--- src/rtl/dds_pkg.sv ---
package dds_pkg;
  // control word, bit 0 is sweep_en
  typedef struct packed {
    logic ramp_wait;   // bit 5
    logic clr_phase;   // bit 4
    logic clr_freq;    // bit 3
    logic aclr_phase;  // bit 2
    logic aclr_freq;   // bit 1
    logic sweep_en;    // bit 0
  } dds_ctrl_t;

  localparam int CTRL_W = $bits(dds_ctrl_t);
endpackage

--- src/rtl/dds_rst_sync.sv ---
module dds_rst_sync (
  input  logic clk,
  input  logic arst_n,
  output logic rst_n_o
);
  logic s1_q, s2_q;

  always_ff @(posedge clk or negedge arst_n) begin
    if (!arst_n) begin
      s1_q <= 1'b0;
      s2_q <= 1'b0;
    end else begin
      s1_q <= 1'b1;
      s2_q <= s1_q;
    end
  end

  assign rst_n_o = s2_q;
endmodule

--- src/rtl/dds_regbank.sv ---
module dds_regbank
  import dds_pkg::*;
#(
  parameter int NPROF  = 4,
  parameter int ACC_W  = 32,
  parameter int OUT_W  = 14,
  parameter int RAMP_W = 16,
  parameter int ADDR_W = 4
) (
  input  logic                        clk,
  input  logic                        rst_n,
  input  logic                        sync_clr,
  input  logic                        wr_en,
  input  logic [ADDR_W-1:0]           wr_addr,
  input  logic [ACC_W-1:0]            wr_data,
  input  logic                        upd_stb,
  output logic [NPROF-1:0][ACC_W-1:0] act_ftw,
  output logic [NPROF-1:0][OUT_W-1:0] act_poff,
  output logic [ACC_W-1:0]            act_dftw,
  output logic [RAMP_W-1:0]           act_ramp,
  output dds_ctrl_t                   act_ctrl,
  output dds_ctrl_t                   hold_ctrl
);
  localparam logic [ADDR_W-1:0] A_DFTW = ADDR_W'(2 * NPROF);
  localparam logic [ADDR_W-1:0] A_RAMP = ADDR_W'(2 * NPROF + 1);
  localparam logic [ADDR_W-1:0] A_CTRL = ADDR_W'(2 * NPROF + 2);
  localparam logic [ACC_W-1:0]  FTW_MAX = {1'b1, {(ACC_W-1){1'b0}}};

  logic [ACC_W-1:0] ftw_wr;
  assign ftw_wr = (wr_data > FTW_MAX) ? FTW_MAX : wr_data;

  // per-profile holding and active words
  for (genvar i = 0; i < NPROF; i++) begin : g_prof
    logic             hit_f, hit_p;
    logic [ACC_W-1:0] hf_q, hf_d, af_q, af_d;
    logic [OUT_W-1:0] hp_q, hp_d, ap_q, ap_d;

    assign hit_f = wr_en && (wr_addr == ADDR_W'(i));
    assign hit_p = wr_en && (wr_addr == ADDR_W'(NPROF + i));

    always_comb begin
      hf_d = hit_f ? ftw_wr : hf_q;
      hp_d = hit_p ? wr_data[OUT_W-1:0] : hp_q;
      af_d = upd_stb ? hf_q : af_q;
      ap_d = upd_stb ? hp_q : ap_q;
    end

    always_ff @(posedge clk or negedge rst_n) begin
      if (!rst_n) begin
        hf_q <= '0; hp_q <= '0; af_q <= '0; ap_q <= '0;
      end else if (sync_clr) begin
        hf_q <= '0; hp_q <= '0; af_q <= '0; ap_q <= '0;
      end else begin
        hf_q <= hf_d; hp_q <= hp_d; af_q <= af_d; ap_q <= ap_d;
      end
    end

    assign act_ftw[i]  = af_q;
    assign act_poff[i] = ap_q;
  end

  // sweep and control words
  logic [ACC_W-1:0]  hd_q, hd_d, ad_q, ad_d;
  logic [RAMP_W-1:0] hr_q, hr_d, ar_q, ar_d;
  dds_ctrl_t         hc_q, hc_d, ac_q, ac_d;
  logic              hit_d, hit_r, hit_c;

  assign hit_d = wr_en && (wr_addr == A_DFTW);
  assign hit_r = wr_en && (wr_addr == A_RAMP);
  assign hit_c = wr_en && (wr_addr == A_CTRL);

  always_comb begin
    hd_d = hit_d ? wr_data : hd_q;
    hr_d = hit_r ? wr_data[RAMP_W-1:0] : hr_q;
    hc_d = hit_c ? dds_ctrl_t'(wr_data[CTRL_W-1:0]) : hc_q;
    ad_d = upd_stb ? hd_q : ad_q;
    ac_d = upd_stb ? hc_q : ac_q;
    if (hit_r && !ac_q.ramp_wait) ar_d = wr_data[RAMP_W-1:0];
    else if (upd_stb)             ar_d = hr_q;
    else                          ar_d = ar_q;
  end

  always_ff @(posedge clk or negedge rst_n) begin
    if (!rst_n) begin
      hd_q <= '0; hr_q <= '0; hc_q <= '0; ad_q <= '0; ar_q <= '0; ac_q <= '0;
    end else if (sync_clr) begin
      hd_q <= '0; hr_q <= '0; hc_q <= '0; ad_q <= '0; ar_q <= '0; ac_q <= '0;
    end else begin
      hd_q <= hd_d; hr_q <= hr_d; hc_q <= hc_d; ad_q <= ad_d; ar_q <= ar_d; ac_q <= ac_d;
    end
  end

  assign act_dftw  = ad_q;
  assign act_ramp  = ar_q;
  assign act_ctrl  = ac_q;
  assign hold_ctrl = hc_q;
endmodule

--- src/rtl/dds_ramp_timer.sv ---
module dds_ramp_timer #(
  parameter int RAMP_W = 16
) (
  input  logic              clk,
  input  logic              rst_n,
  input  logic              sync_clr,
  input  logic              run,
  input  logic [RAMP_W-1:0] reload,
  output logic              step
);
  logic [RAMP_W-1:0] cnt_q, cnt_d;

  assign step = run && (cnt_q == '0);

  always_comb begin
    if (!run || cnt_q == '0) cnt_d = reload;
    else                     cnt_d = cnt_q - 1'b1;
  end

  always_ff @(posedge clk or negedge rst_n) begin
    if (!rst_n)        cnt_q <= '0;
    else if (sync_clr) cnt_q <= '0;
    else               cnt_q <= cnt_d;
  end
endmodule

--- src/rtl/dds_accum.sv ---
module dds_accum #(
  parameter int ACC_W = 32
) (
  input  logic             clk,
  input  logic             rst_n,
  input  logic             sync_clr,
  input  logic [ACC_W-1:0] ftw,
  input  logic             sweep_en,
  input  logic [ACC_W-1:0] dftw,
  input  logic             step,
  input  logic             zero_phase,
  input  logic             zero_freq,
  output logic [ACC_W-1:0] phase_acc,
  output logic [ACC_W-1:0] freq_acc
);
  logic [ACC_W-1:0] ph_d, fr_d, inc;

  assign inc = ftw + (sweep_en ? freq_acc : '0);

  always_comb begin
    ph_d = zero_phase ? '0 : phase_acc + inc;
    if (zero_freq) fr_d = '0;
    else if (step) fr_d = freq_acc + dftw;
    else           fr_d = freq_acc;
  end

  always_ff @(posedge clk or negedge rst_n) begin
    if (!rst_n) begin
      phase_acc <= '0; freq_acc <= '0;
    end else if (sync_clr) begin
      phase_acc <= '0; freq_acc <= '0;
    end else begin
      phase_acc <= ph_d; freq_acc <= fr_d;
    end
  end
endmodule

--- src/rtl/dds_accum_core.sv ---
module dds_accum_core
  import dds_pkg::*;
#(
  parameter int NPROF  = 4,
  parameter int ACC_W  = 32,
  parameter int OUT_W  = 14,
  parameter int RAMP_W = 16,
  parameter int ADDR_W = 4,
  localparam int PROF_W = $clog2(NPROF)
) (
  input  logic              clk,
  input  logic              rst_n,
  input  logic              sync_clr,
  input  logic              wr_en,
  input  logic [ADDR_W-1:0] wr_addr,
  input  logic [ACC_W-1:0]  wr_data,
  input  logic              upd_stb,
  input  logic [PROF_W-1:0] prof_sel,
  output logic [OUT_W-1:0]  phase_word
);
  logic                        rst_sync_n;
  logic [NPROF-1:0][ACC_W-1:0] act_ftw;
  logic [NPROF-1:0][OUT_W-1:0] act_poff;
  logic [ACC_W-1:0]            act_dftw, phase_acc, freq_acc;
  logic [RAMP_W-1:0]           act_ramp;
  dds_ctrl_t                   act_ctrl, hold_ctrl, ctrl_now;
  logic [PROF_W-1:0]           prof_q;
  logic                        step, zero_phase, zero_freq;

  dds_rst_sync u_rst (.clk(clk), .arst_n(rst_n), .rst_n_o(rst_sync_n));

  dds_regbank #(.NPROF(NPROF), .ACC_W(ACC_W), .OUT_W(OUT_W),
                .RAMP_W(RAMP_W), .ADDR_W(ADDR_W)) u_regs (
    .clk(clk), .rst_n(rst_sync_n), .sync_clr(sync_clr),
    .wr_en(wr_en), .wr_addr(wr_addr), .wr_data(wr_data), .upd_stb(upd_stb),
    .act_ftw(act_ftw), .act_poff(act_poff), .act_dftw(act_dftw),
    .act_ramp(act_ramp), .act_ctrl(act_ctrl), .hold_ctrl(hold_ctrl));

  dds_ramp_timer #(.RAMP_W(RAMP_W)) u_ramp (
    .clk(clk), .rst_n(rst_sync_n), .sync_clr(sync_clr),
    .run(act_ctrl.sweep_en), .reload(act_ramp), .step(step));

  // the control value that is in effect during an update cycle is the one being loaded
  assign ctrl_now   = upd_stb ? hold_ctrl : act_ctrl;
  assign zero_phase = ctrl_now.clr_phase || (upd_stb && ctrl_now.aclr_phase);
  assign zero_freq  = ctrl_now.clr_freq  || (upd_stb && ctrl_now.aclr_freq);

  dds_accum #(.ACC_W(ACC_W)) u_acc (
    .clk(clk), .rst_n(rst_sync_n), .sync_clr(sync_clr),
    .ftw(act_ftw[prof_q]), .sweep_en(act_ctrl.sweep_en), .dftw(act_dftw),
    .step(step), .zero_phase(zero_phase), .zero_freq(zero_freq),
    .phase_acc(phase_acc), .freq_acc(freq_acc));

  always_ff @(posedge clk or negedge rst_sync_n) begin
    if (!rst_sync_n)   prof_q <= '0;
    else if (sync_clr) prof_q <= '0;
    else               prof_q <= prof_sel;
  end

  assign phase_word = phase_acc[ACC_W-1 -: OUT_W] + act_poff[prof_q];
endmodule

--- config.mk ---
export PLATFORM = sky130hd
export DESIGN_NAME = dds_accum_core
export DESIGN_NICKNAME = d
export VERILOG_FILES = /design/src/rtl/dds_pkg.sv /design/src/rtl/dds_rst_sync.sv /design/src/rtl/dds_regbank.sv /design/src/rtl/dds_ramp_timer.sv /design/src/rtl/dds_accum.sv /design/src/rtl/dds_accum_core.sv
export SDC_FILE = /design/constraint.sdc
export NUM_CORES = 1
export LEC_CHECK = 0
export ABC_AREA = 1
export ABC_CLOCK_PERIOD_IN_PS = 15400
export BUFFER_PORTS_ARGS = -buffer_cell sky130_fd_sc_hd__buf_2
export CAP_MARGIN = 10
export CORE_MARGIN = 5
export CORE_UTILIZATION = 40
export DETAILED_ROUTE_END_ITERATION = 8
export GPL_ROUTABILITY_DRIVEN = 0
export RECOVER_POWER = 50
export SLEW_MARGIN = 20
export SYNTH_ARGS = -nofsm -noshare
export SYNTH_HDL_FRONTEND = slang
export SYNTH_SLANG_ARGS = --single-unit
--- constraint.sdc ---
create_clock -name clk -period 15.4 [get_ports clk]
set_clock_uncertainty 0.2 [all_clocks]
set_input_delay 3.08 -clock clk [delete_from_list [all_inputs] [get_ports clk]]
set_output_delay 3.08 -clock clk [all_outputs]
set_load 0.02 [all_outputs]
## Yosys cells after proc, flatten, opt, wreduce, memory -nomap -nowiden

Cells that the tools add are included.

| word-level totals | value |
|---|---|
| register bits after elaboration | 560 |
| logic and storage cells | 150 |

| operators by class | value |
|---|---|
| reduce and logical (&&, ||, !) cells | 36 |
| equality and inequality tests | 10 |
| muxes and demuxes | 59 |
| magnitude comparators | 2 |
| add/subtract/negate cells | 5 |

Operator list:

| operator | number |
|---|---|
| 2-to-1 mux 32 bit | 28 |
| 2-to-1 mux 14 bit | 17 |
| 2-to-1 mux 16 bit | 7 |
| adder 32 bit | 3 |
| binary-select mux 32 bit (select 2 bit) | 1 |
| greater-than comparator 32 bit, second input constant | 1 |
| binary-select mux 14 bit (select 2 bit) | 1 |
| 2-to-1 mux 6 bit | 4 |
| nonzero test 2 bit | 12 |
| == test 4 x 3 -> 1 bit, second input constant | 4 |
| zero test 16 bit | 1 |
| subtractor 16 x 1 -> 16 bit, second input constant | 1 |
| logical AND 1 bit | 15 |
| adder 14 bit | 1 |
| == test 4 bit, second input constant | 3 |
| == test 4 x 2 -> 1 bit, second input constant | 2 |
| nonzero test 3 bit | 2 |
| == test 4 x 1 -> 1 bit, second input constant | 1 |
| zero test 4 bit | 1 |
| logical OR 1 bit | 3 |
| < comparator 2 x 3 -> 1 bit, second input constant | 1 |
| zero test 1 bit | 2 |
| 2-to-1 mux 2 bit | 1 |

## Depth between registers and ports, before layout

Gate-level depths: netlist of the first run.

| depth | value |
|---|---|
| depth after elaboration | 6 |
| depth in mapped cells | 20 |

## Hierarchy

A second synthesis of the first run with hierarchy kept.

| unflattened totals | value |
|---|---|
| cells, all modules | 4157 |
| area, all modules | 30524.3 µm² |

Modules (own cells, without submodules):

| module | cells each | area an instance (µm²) | times used |
|---|---|---|---|
| dds_regbank | 2324 | 19710.2 | 1 |
| dds_accum | 1208 | 7412.1 | 1 |
| dds_accum_core | 427 | 2120.8 | 1 |
| dds_ramp_timer | 195 | 1227.4 | 1 |
| dds_rst_sync | 3 | 53.8 | 1 |

## Worst setup path before layout of the first run

Ideal clock, no wire load.

| timing | value |
|---|---|
| kind | register to output |
| start | register prof_q[0] |
| end | output phase_word[10] |
| setup slack | 9182 ps |
| path buffers | 3 |
| cell stages (with the launch flop) | 15 |
| data arrival time | 2938 ps |
| data required time | 12120 ps |
| cell sequence | dfrtp_1 buf_2 clkbuf_1 clkbuf_1 nor2_1 o22ai_1 ha_1 inv_1 fa_1 o21ai_0 nand2_1 o211ai_1 nand2_1 nand2_1 xor2_1 |

| between the ends | value |
|---|---|
| word-level cells in the longest chain between the ends | 3 |

RTL lines:

| what | RTL line | text |
|---|---|---|
| start, declared | dds_accum_core.sv:27 | `logic [PROF_W-1:0] prof_q;` |
| start signal, assigned | dds_accum_core.sv:57 | `else prof_q <= prof_sel;` |
| binary-select mux 14 bit (select 2 bit) | dds_accum_core.sv:60 | `assign phase_word = phase_acc[ACC_W-1 -: OUT_W] + act_poff[prof_q];` |
| 2-to-1 mux 14 bit (implied by the code) | dds_accum_core.sv:60 |  |
| adder 14 bit | dds_accum_core.sv:60 |  |
| end, declared | dds_accum_core.sv:19 | `output logic [OUT_W-1:0] phase_word` |

Every way passes these cells. The select of a mux whose other input is x is not followed.

==> out/metrics.yaml, run 1 <==
status: "finished with violations"
violations: "capacitance limit, slew limit"
wire_per_inst_um: 19.1
place_hpwl_um: 61400
start_util_pct: 40.4
yosysWarnings: 0
path_clk_slew_ps: 60
hold_viol: 0
cp_max_fo: 83
worstSetupStartpointType: "register"
grt_pass1_vias: 23400
whs_ps: 152
seqPwrFrac_pct: 46.0
grt_max_degree: 166
num_io_pins: 57
antenna_found_initial: 2
p_leak_nw: 17.2
routed_via_density: 5.23
drtPass1Iterations: 6
root_buffer: "clkbuf_16"
place_ws_ps: 8140
drive_gt1_share_pct: 5.55
fin_util_pct: 44.5
grt_pass1_wl_um: 141000
cpMostUsedCell: "clkbuf_1"
dp_cells: 4614
syn2layout_area_growth_pct: 10.2
critical_path_class: "reg2async"
yosysSeqAreaShare_pct: 48.2
grt_use_total_pct: 22.9
drtAntennaViolNets: 0
comb_power_share_pct: 13.6
syn_area_per_cell_um2: 7.73
endpoint_kind: "asynchronous set/reset pin"
cts_resized: 0
synthAdderAreaFrac_pct: 5.64
drv_slew: 432
final_area_um2: 31900
nNetsFinal: 3878
synth_nets: 3899
rsz0062_at_grt: "false"
powerDensity_nw_per_um2: 109
postCtsSetupRepairBufs: 0
hp-class: "reg2reg"
nFillCells: 7283
ys.flop_type: "dfrtp_1"
syn-cell-area_um2: 28900
p_sw_share_pct: 29.0
cts_buffers: 59
cp_cell_sequence: "clkbuf_1 -> clkbuf_1"
via_count: 24700
insertedDiodeCount: 0
fin_crit_ps: 8630
clock_sink_count: 558
place_area_um2: 30000
clockBufferDepth: 3
maxSlewHeadroom_pct: -195
ys_types: 47
synth_compound_area_share_pct: 9.45
finalCritPeriodShare_pct: 56.0
io_buffers: 56
setup_ws_ps: 6770
hold_buffers: 0
critical_path_required_ps: 14890
routed_wl_um: 90200
drc_errors: 0
chipWidth_um: 279
tritoncts: "yes"
grt.overflow.total: 0
crit_arrival_ps: 8110
synth_edf_count: 0
total_power_mw: 3.47
clk_latency_ps: 640
synth_top_family_by_area: "simple AND/OR/NAND/NOR gates"
fmax_mhz: 116
tightest_slew_ps: 4430
htreeDepth: 2
synth-seq-cells: 558
slowest_delay_ps: 3240
slowest_stage: "clkbuf_1"
peakVddDrop_mv: 0.0990
muxShareOfSynthArea_pct: 0.588
drt_iter0_markers: 2352
maxCapViolCount: 7
synth-xor-area-share_pct: 0.908
async_reset_ff_share_pct: 100
setup_viol: 0
num_rows: 98
internal_power_mw: 2.47
dieHeight_um: 279
yosys.area_share.simple_pct: 27.7
tns_ps: 0
pwr-share-clk_pct: 40.4
syn_inst: 3746
design.die.area_um2: 77800
core_um2: 71600
layout.cells.non_filler: 4717
power_switching_mw: 1.01
-- routing by layer --
layer  vias up  part of all wire, %  track usage, %
met5         -                0.030               0
met4         4                  2.5            5.74
met3       103                  6.2            3.23
met2       664                   43            33.9
met1     12000                   49            35.5
li1      11900                    -               -
-- cells in the final DEF, fill, tap and decap left out, types with 18 or more instances in the layout --
cell type,netlist,final
ha_1,76,76
o21ai_0,326,326
nand3_1,391,391
a21oi_1,94,93
buf_2,44,54
dfrtp_1,558,557
nand2_1,1248,1246
inv_1,376,374
fa_1,34,34
clkbuf_16,0,59
clkbuf_1,119,21
o22ai_1,54,54
clkbuf_8,0,18
nor2_1,254,253
nor3_1,21,21
buf_4,2,30
-- Yosys cell counts (2+ instances only) --
cell type,instances,area [um2]
a21boi_0,3,22.5
a21oi_1,94,470
and2_1,5,31.3
buf_1,7,26.3
buf_2,44,220
buf_4,2,15.0
buf_6,2,22.5
clkbuf_1,119,447
clkinv_1,2,7.51
dfrtp_1,558,14000
fa_1,34,681
ha_1,76,951
inv_1,376,1410
inv_2,3,11.3
mux2i_1,17,170
nand2_1,1248,4680
nand2_2,7,43.8
nand3_1,391,1960
nand3b_1,4,30.0
nand4_1,11,68.8
nor2_1,254,953
nor2_2,2,12.5
nor3_1,21,105
nor3b_1,2,15.0
nor4_1,8,50.1
o211ai_1,2,15.0
o21a_1,6,45.0
o21ai_0,326,1630
o21ai_1,11,55.1
o21ai_2,4,35.0
o21bai_1,5,37.5
o22ai_1,54,338
o31ai_1,3,22.5
o31ai_2,2,25.0
or2_2,3,18.8
xnor2_1,14,123
xor2_1,16,140
-- state kept, by name, indices dropped and copies added, names as in the netlist --
| register | cells |
|---|---|
| prof_q | 2 |
| u_acc.freq_acc | 32 |
| u_acc.phase_acc | 32 |
| u_ramp.cnt_q | 16 |
| u_regs.act_ctrl | 4 |
| u_regs.act_dftw | 32 |
| u_regs.act_ramp | 16 |
| u_regs.g_prof.af_q | 128 |
| u_regs.g_prof.ap_q | 56 |
| u_regs.g_prof.hf_q | 128 |
| u_regs.g_prof.hp_q | 56 |
| u_regs.hd_q | 32 |
| u_regs.hold_ctrl | 6 |
| u_regs.hr_q | 16 |
| u_rst.rst_n_o | 1 |
| u_rst.s1_q | 1 |
-- layout make-up --
class	instances	area (um2)	area share [%]
sequential	558	14000	43.8
clock inverter	12	110	0.345
clock buffer	91	1780	5.57
tap	950	1190	3.73
multi-input combinational	2633	12900	40.4
inverter	381	1440	4.50
timing repair buffer	92	542	1.70
-- final timing paths --
kind	start	endpoint	slack [ps]	depth (start not counted)
min in group asynchronous	u_rst.rst_n_o	u_regs.act_ramp[14]	530	0
max in group clk	prof_q[0]	phase_word[10]	7450	14
setup / recovery	u_rst.rst_n_o	u_regs.g_prof[2].hp_q[7]	6770	2
hold reg to reg	u_rst.s1_q	u_rst.rst_n_o	150	0
setup reg to reg	u_rst.rst_n_o	u_regs.g_prof[2].hp_q[7]	6770	2
hold / removal	u_rst.s1_q	u_rst.rst_n_o	150	0
-- power by group through the flow --
| stage | registers, mW | clock network, mW | logic (mW) |
|---|---|---|---|
| after floorplan | 1.63 | 0 | 0.293 |
| after global placement | 1.62 | 0 | 0.468 |
| after detailed placement | 1.62 | 0 | 0.473 |
| after CTS | 1.60 | 1.43 | 0.474 |
| after global routing | 1.61 | 1.49 | 0.527 |
| final | 1.60 | 1.40 | 0.474 |
-- cells by family (layout without fill, tap and decap cells) --
family          after synthesis  count (layout)
simple gates               1961            1961
flops                       558             558
buf+inv                     555             576
compound gates              514             514
fa+ha+maj                   110             110
xor+xnor                     30              30
mux                          17              17
other cells                   1               1
-- worst max-delay path: cells and delay by family (launching register included) --
family | cells | cell delay [ps]
buf+inv | 2 | 5830
flops | 1 | 1510
(Power assumes the default switching activity.)
==> run 2: changes to the inputs <==
ABC_AREA = 0   (was 1)
ABC_CLOCK_PERIOD_IN_PS = 8400   (was 15400)
clock period = 8.4 ns   (was 15.4 ns; I/O delays follow)
==> run 2 against run 1 <==
  * Critical path depth increased by 2
  * Synthesized cell count decreased by 26%
  * Die area shrank 3.3%
  * Critical endpoint is now u_regs.g_prof[0].ap_q[0]
  * Final cell count is 21% lower
  * Non-clock buffer count is the same
  * Sequential share of layout area up 1.3 points
  * The run still ends with capacitance limit, slew limit left
  * Global-route usage fell by 2.5 points
  * Combinational power down 34%
  * Power up 64%
  * Via count is 17% lower
==> out/metrics.yaml, run 2 <==
nNetsFinal: 2904
fin_util_pct: 44.5
power_switching_mw: 1.36
worstSetupPathDepth: 4
reg.largest.list: "u_regs.g_prof.af_q (128), u_regs.g_prof.hf_q (128)"
async_reset_ff_share_pct: 100
tns_ps: 0
crit_family: "buffers and inverters"
htreeDepth: 2
design.die.area_um2: 75300
grt_max_degree: 176
start_util_pct: 40.1
cp_max_fo: 105
nFillCells: 6616
dieHeight_um: 274
cts_resized: 0
core_um2: 69700
clockBufferDepth: 3
worstSetupStartpointType: "primary input"
antenna_found_initial: 2
drtAntennaViolNets: 0
seqPwrFrac_pct: 48.0
chipWidth_um: 274
layout_common_cells: "dfrtp_1 (556), nand2_1 (499), nor2_1 (365)"
clk_latency_ps: 640
yosysSeqAreaShare_pct: 49.9
path_clk_slew_ps: 60
syn_inst: 2787
maxCapViolCount: 10
wire_per_inst_um: 20.7
critical_path_required_ps: 8670
rsz0062_at_grt: "false"
drv_slew: 807
place_ws_ps: 2600
layout_commonest_cell: "dfrtp_1"
tightest_slew_ps: 3410
pwr-share-clk_pct: 46.5
synthTopCellsByArea: "dfrtp_1 (50%), mux2i_1 (9.8%), nand2_1 (6.7%)"
synth-seq-cells: 558
hold_buffers: 0
routed_wl_um: 77200
grt.overflow.total: 0
p_sw_share_pct: 23.9
syn-cell-area_um2: 28000
routed_via_density: 5.45
yosysMostFrequentCell: "dfrtp_1"
cts_buffers: 60
ys.flop_type: "dfrtp_1"
rrSetupSlack_ps: 2350
grt_use_total_pct: 20.4
hold_viol: 0
synthTopCellsByCount: "dfrtp_1 (558), nand2_1 (499), nor2_1 (368)"
slowest_delay_ps: 2350
internal_power_mw: 4.33
synth_top_cell_by_area: "dfrtp_1"
fmax_mhz: 146
yosysWarnings: 0
place_hpwl_um: 49100
maxSlewHeadroom_pct: -127
clock_sink_count: 558
insertedDiodeCount: 0
comb_power_share_pct: 5.5
synth_edf_count: 0
syn2layout_area_growth_pct: 10.8
num_io_pins: 57
drt_iter0_markers: 1725
slowest_stage: "clkbuf_1"
status: "finished with violations"
num_rows: 97
syn_area_per_cell_um2: 10.0
fin_crit_ps: 6870
violations: "capacitance limit, slew limit"
setup_viol: 0
io_buffers: 56
postCtsSetupRepairBufs: 0
crit_arrival_ps: 7140
synth_top_area_share_pct: 49.9
root_buffer: "clkbuf_16"
powerDensity_nw_per_um2: 184
total_power_mw: 5.70
critical_path_class: "in2reg"
endpoint_kind: "register"
grt_pass1_vias: 20400
crit_buf_inv: 3
hp-class: "reg2reg"
drtPass1Iterations: 5
grt_pass1_wl_um: 120000
peakVddDrop_mv: 0.159
drive_gt1_share_pct: 9.19
ys_types: 69
via_count: 20400
whs_ps: 151
synth_nets: 2940
r2r_cells: 2
finalCritPeriodShare_pct: 81.8
p_leak_nw: 14.5
min_path_cells: 0
drc_errors: 0
setup_ws_ps: 1530
tritoncts: "yes"
cp_cell_sequence: "clkbuf_1 -> clkbuf_2 -> buf_4 -> nor2_1"
## run 2: cell count changes after synthesis, moves of 46 or more
cell,before,now
and2_1,5,71
nand3_1,391,18
o22ai_1,54,0
nor2_1,254,368
inv_1,376,17
mux4_2,0,46
mux2i_1,17,273
nand2_1,1248,499
a21oi_1,94,283
o21ai_0,326,37
## run 2: cell families (layout without fill, tap and decap cells)
logic type                 after synthesis  after routing  synth area share, %
other                                    1              1               0.0134
xor gates and xnor gates                77             77                 2.41
muxes                                  319            319                 13.5
buffers and inverters                  207            218                 2.81
DFF                                    558            558                 49.9
AOI/OAI and AO/OA                      446            446                 9.34
and+or+nand+nor                       1069           1069                 16.2
adders and majority gates              110            110                 5.84
## run 2: stage by stage
| stage | instance area, um2 | std cells |
|---|---|---|
| 2_1_floorplan | 28000 | 2787 |
| 4_1_cts | 31000 | 3737 |
| 3_5_place_dp | 29100 | 3628 |
| 3_3_place_gp | 29100 | 3628 |
| 6_report | 31000 | 3738 |
| 5_1_grt | 31000 | 3738 |
## run 2: power groups by stage
stage / combinational (mW) / clock (mW) / sequential (mW)
3_3_place_gp: 0.315 / 0 / 2.78
2_1_floorplan: 0.181 / 0 / 2.80
6_report: 0.313 / 2.65 / 2.73
4_1_cts: 0.320 / 2.71 / 2.73
5_1_grt: 0.342 / 2.82 / 2.73
3_5_place_dp: 0.320 / 0 / 2.78
## run 2: final timing paths
kind                                from                         to
max                             sync_clr   u_regs.g_prof[0].ap_q[0]
min                           u_rst.s1_q              u_rst.rst_n_o
max reg2reg                u_rst.rst_n_o  u_regs.g_prof[1].af_q[25]
min reg2reg                   u_rst.s1_q              u_rst.rst_n_o
max in group asynchronous  u_rst.rst_n_o  u_regs.g_prof[1].af_q[25]
min in group asynchronous          rst_n                 u_rst.s1_q
## run 2: worst register-to-register path, stage by stage (launching register included)
cell and delay, ps:
dfrtp_1 1780, clkbuf_1 1500, clkbuf_4 2000
## run 2: layout make-up
type | count | area [um2] | share of cell area, %
flip-flops and latches | 558 | 14000 | 45.1
inverters | 17 | 63.8 | 0.206
repair buffers | 92 | 532 | 1.72
clock inverters | 21 | 220 | 0.711
multi-input cells | 2022 | 13300 | 42.8
well taps | 940 | 1180 | 3.80
clock buffers | 88 | 1770 | 5.70
## run 2: routing by layer
layer,GRT usage (%),wire (um)
met3,4.23,4910
met1,28.6,34400
met5,0,13
met2,31.9,35400
met4,6.66,2520
==> run 3: changes to the inputs <==
ABC_CLOCK_PERIOD_IN_PS = 6550   (was 8400)
clock period = 6.55 ns   (was 8.4 ns; I/O delays follow)
==> run 3 against run 2 <==
  * The run still ends with capacitance limit, slew limit left
  * Sequential power grew 28%
  * Utilization grew 0.10 points
  * Flip-flop and latch count is the same
  * Die area is the same
  * First-iteration DRC count shrank 2.7%
==> out/metrics.yaml, run 3 (synthesis results as in run 2) <==
routed_wl_um: 76800
fin_util_pct: 44.6
worstSetupStartpointType: "register"
grt_pass1_vias: 20400
place_hpwl_um: 49300
dp_cells: 3627
peakVddDrop_mv: 0.193
met2RoutedLength_um: 36200
hold_buffers: 0
tightest_slew_ps: 3830
violations: "capacitance limit, slew limit"
critical_path_required_ps: 5040
num_rows: 97
endpoint_kind: "primary output"
dieHeight_um: 274
place_area_um2: 29100
hold_viol: 0
design.die.area_um2: 75300
p_leak_nw: 14.5
cpMostUsedCell: "o21ai_0"
total_power_mw: 7.39
layout.cells.non_filler: 3738
chipWidth_um: 274
routed.top_layer: "met4"
fmax_mhz: 175
drtAntennaViolNets: 0
fin_crit_ps: 5720
maxSlewHeadroom_pct: -155
min_path_cells: 0
drtPass1Iterations: 5
start_util_pct: 40.1
htreeDepth: 2
final_area_um2: 31100
grt_use_total_pct: 20.3
via_count: 20400
cts_buffers: 60
nNetsFinal: 2902
num_io_pins: 57
drv_slew: 525
syn2layout_area_growth_pct: 11.1
clockBufferDepth: 3
root_buffer: "clkbuf_16"
r2r_cells: 1
maxCapViolCount: 7
finalCritPeriodShare_pct: 87.3
hp-class: "reg2reg"
cts_resized: 0
slowest_stage: "dfrtp_2"
postCtsSetupRepairBufs: 0
setup_ws_ps: 829
drive_gt1_share_pct: 9.29
critical_path_class: "reg2out"
tns_ps: 0
grt_max_degree: 158
wire_per_inst_um: 20.6
wl_met1_um: 34600
clk_latency_ps: 630
drt_iter0_markers: 1678
setup_viol: 0
cp_max_fo: 26
place_ws_ps: 1380
clock_sink_count: 558
reg.largest.list: "u_regs.g_prof.af_q (128), u_regs.g_prof.hf_q (128)"
core_um2: 69700
tritoncts: "yes"
routed_via_density: 5.44
wl_met3_um: 4000
io_buffers: 56
cp_cell_sequence: "mux4_2 -> ha_1 -> inv_1 -> fa_1 -> nor2b_1 -> o21ai_0 -> a21boi_0 -> o21ai_0 -> a21boi_0 -> o21ai_0 -> a21oi_1 -> o41ai_1 -> xnor2_1 -> buf_2"
drc_errors: 0
powerDensity_nw_per_um2: 238
whs_ps: 153
grt_pass1_wl_um: 121000
layout_commonest_cell: "dfrtp_1"
slowest_delay_ps: 900
insertedDiodeCount: 0
rsz0062_at_grt: "false"
status: "finished with violations"
crit_arrival_ps: 4210
grt.overflow.total: 0
nFillCells: 6572
path_clk_slew_ps: 60
antenna_found_initial: 2
layout_common_cells: "dfrtp_1 (556), nand2_1 (499), nor2_1 (364)"
[run 3: cell types whose count changed in the layout (fill, tap and decap cells not counted), sizes merged]
cell and change:
buf +3, inv +2, bufinv +3, clkbuf -10, clkinvlp +2
[run 3: power by group]
group | switching, mW | leakage [nW] | internal [mW]
combinational | 0.304 | 5.77 | 0.106
sequential | 0.0265 | 7.77 | 3.47
clock | 1.43 | 1.00 | 2.05
total | 1.76 | 14.5 | 5.62
[run 3: final cells by class]
cell class,instances,area (um2),share of cell area (%)
flip-flops and latches,558,14000,45.0
multi-input cells,2022,13300,42.7
clock buffers,83,1700,5.47
well taps,940,1180,3.79
repair buffers,90,576,1.85
clock inverters,28,318,1.02
inverters,17,63.8,0.205
[run 3: worst paths after layout]
check / from / end / slack (ps)
max: prof_q[1] / phase_word[12] / 830
min: u_rst.s1_q / u_rst.rst_n_o / 150
max reg2reg: u_rst.rst_n_o / u_regs.act_dftw[24] / 1290
min reg2reg: u_rst.s1_q / u_rst.rst_n_o / 150
max in group asynchronous: u_rst.rst_n_o / u_regs.act_dftw[24] / 1290
min in group asynchronous: rst_n / u_rst.s1_q / 250
[run 3: routing by layer]
metal	vias up	track usage (%)
li1	9387	-
met1	10300	28.7
met2	554	32.8
met3	120	2.83
met4	0	5.75
met5	-	0
[run 3: worst max-delay path: cells and delay by family, from the launching register on]
kind / cells / cell delay (ps)
AO/OA/AOI/OAI: 7 / 1320
multiplexers: 1 / 420
adder cells (fa/ha/maj): 2 / 430
XOR/XNOR: 1 / 160
flip-flops: 1 / 900
AND/OR/NAND/NOR: 1 / 60
buffers and inverters: 2 / 260
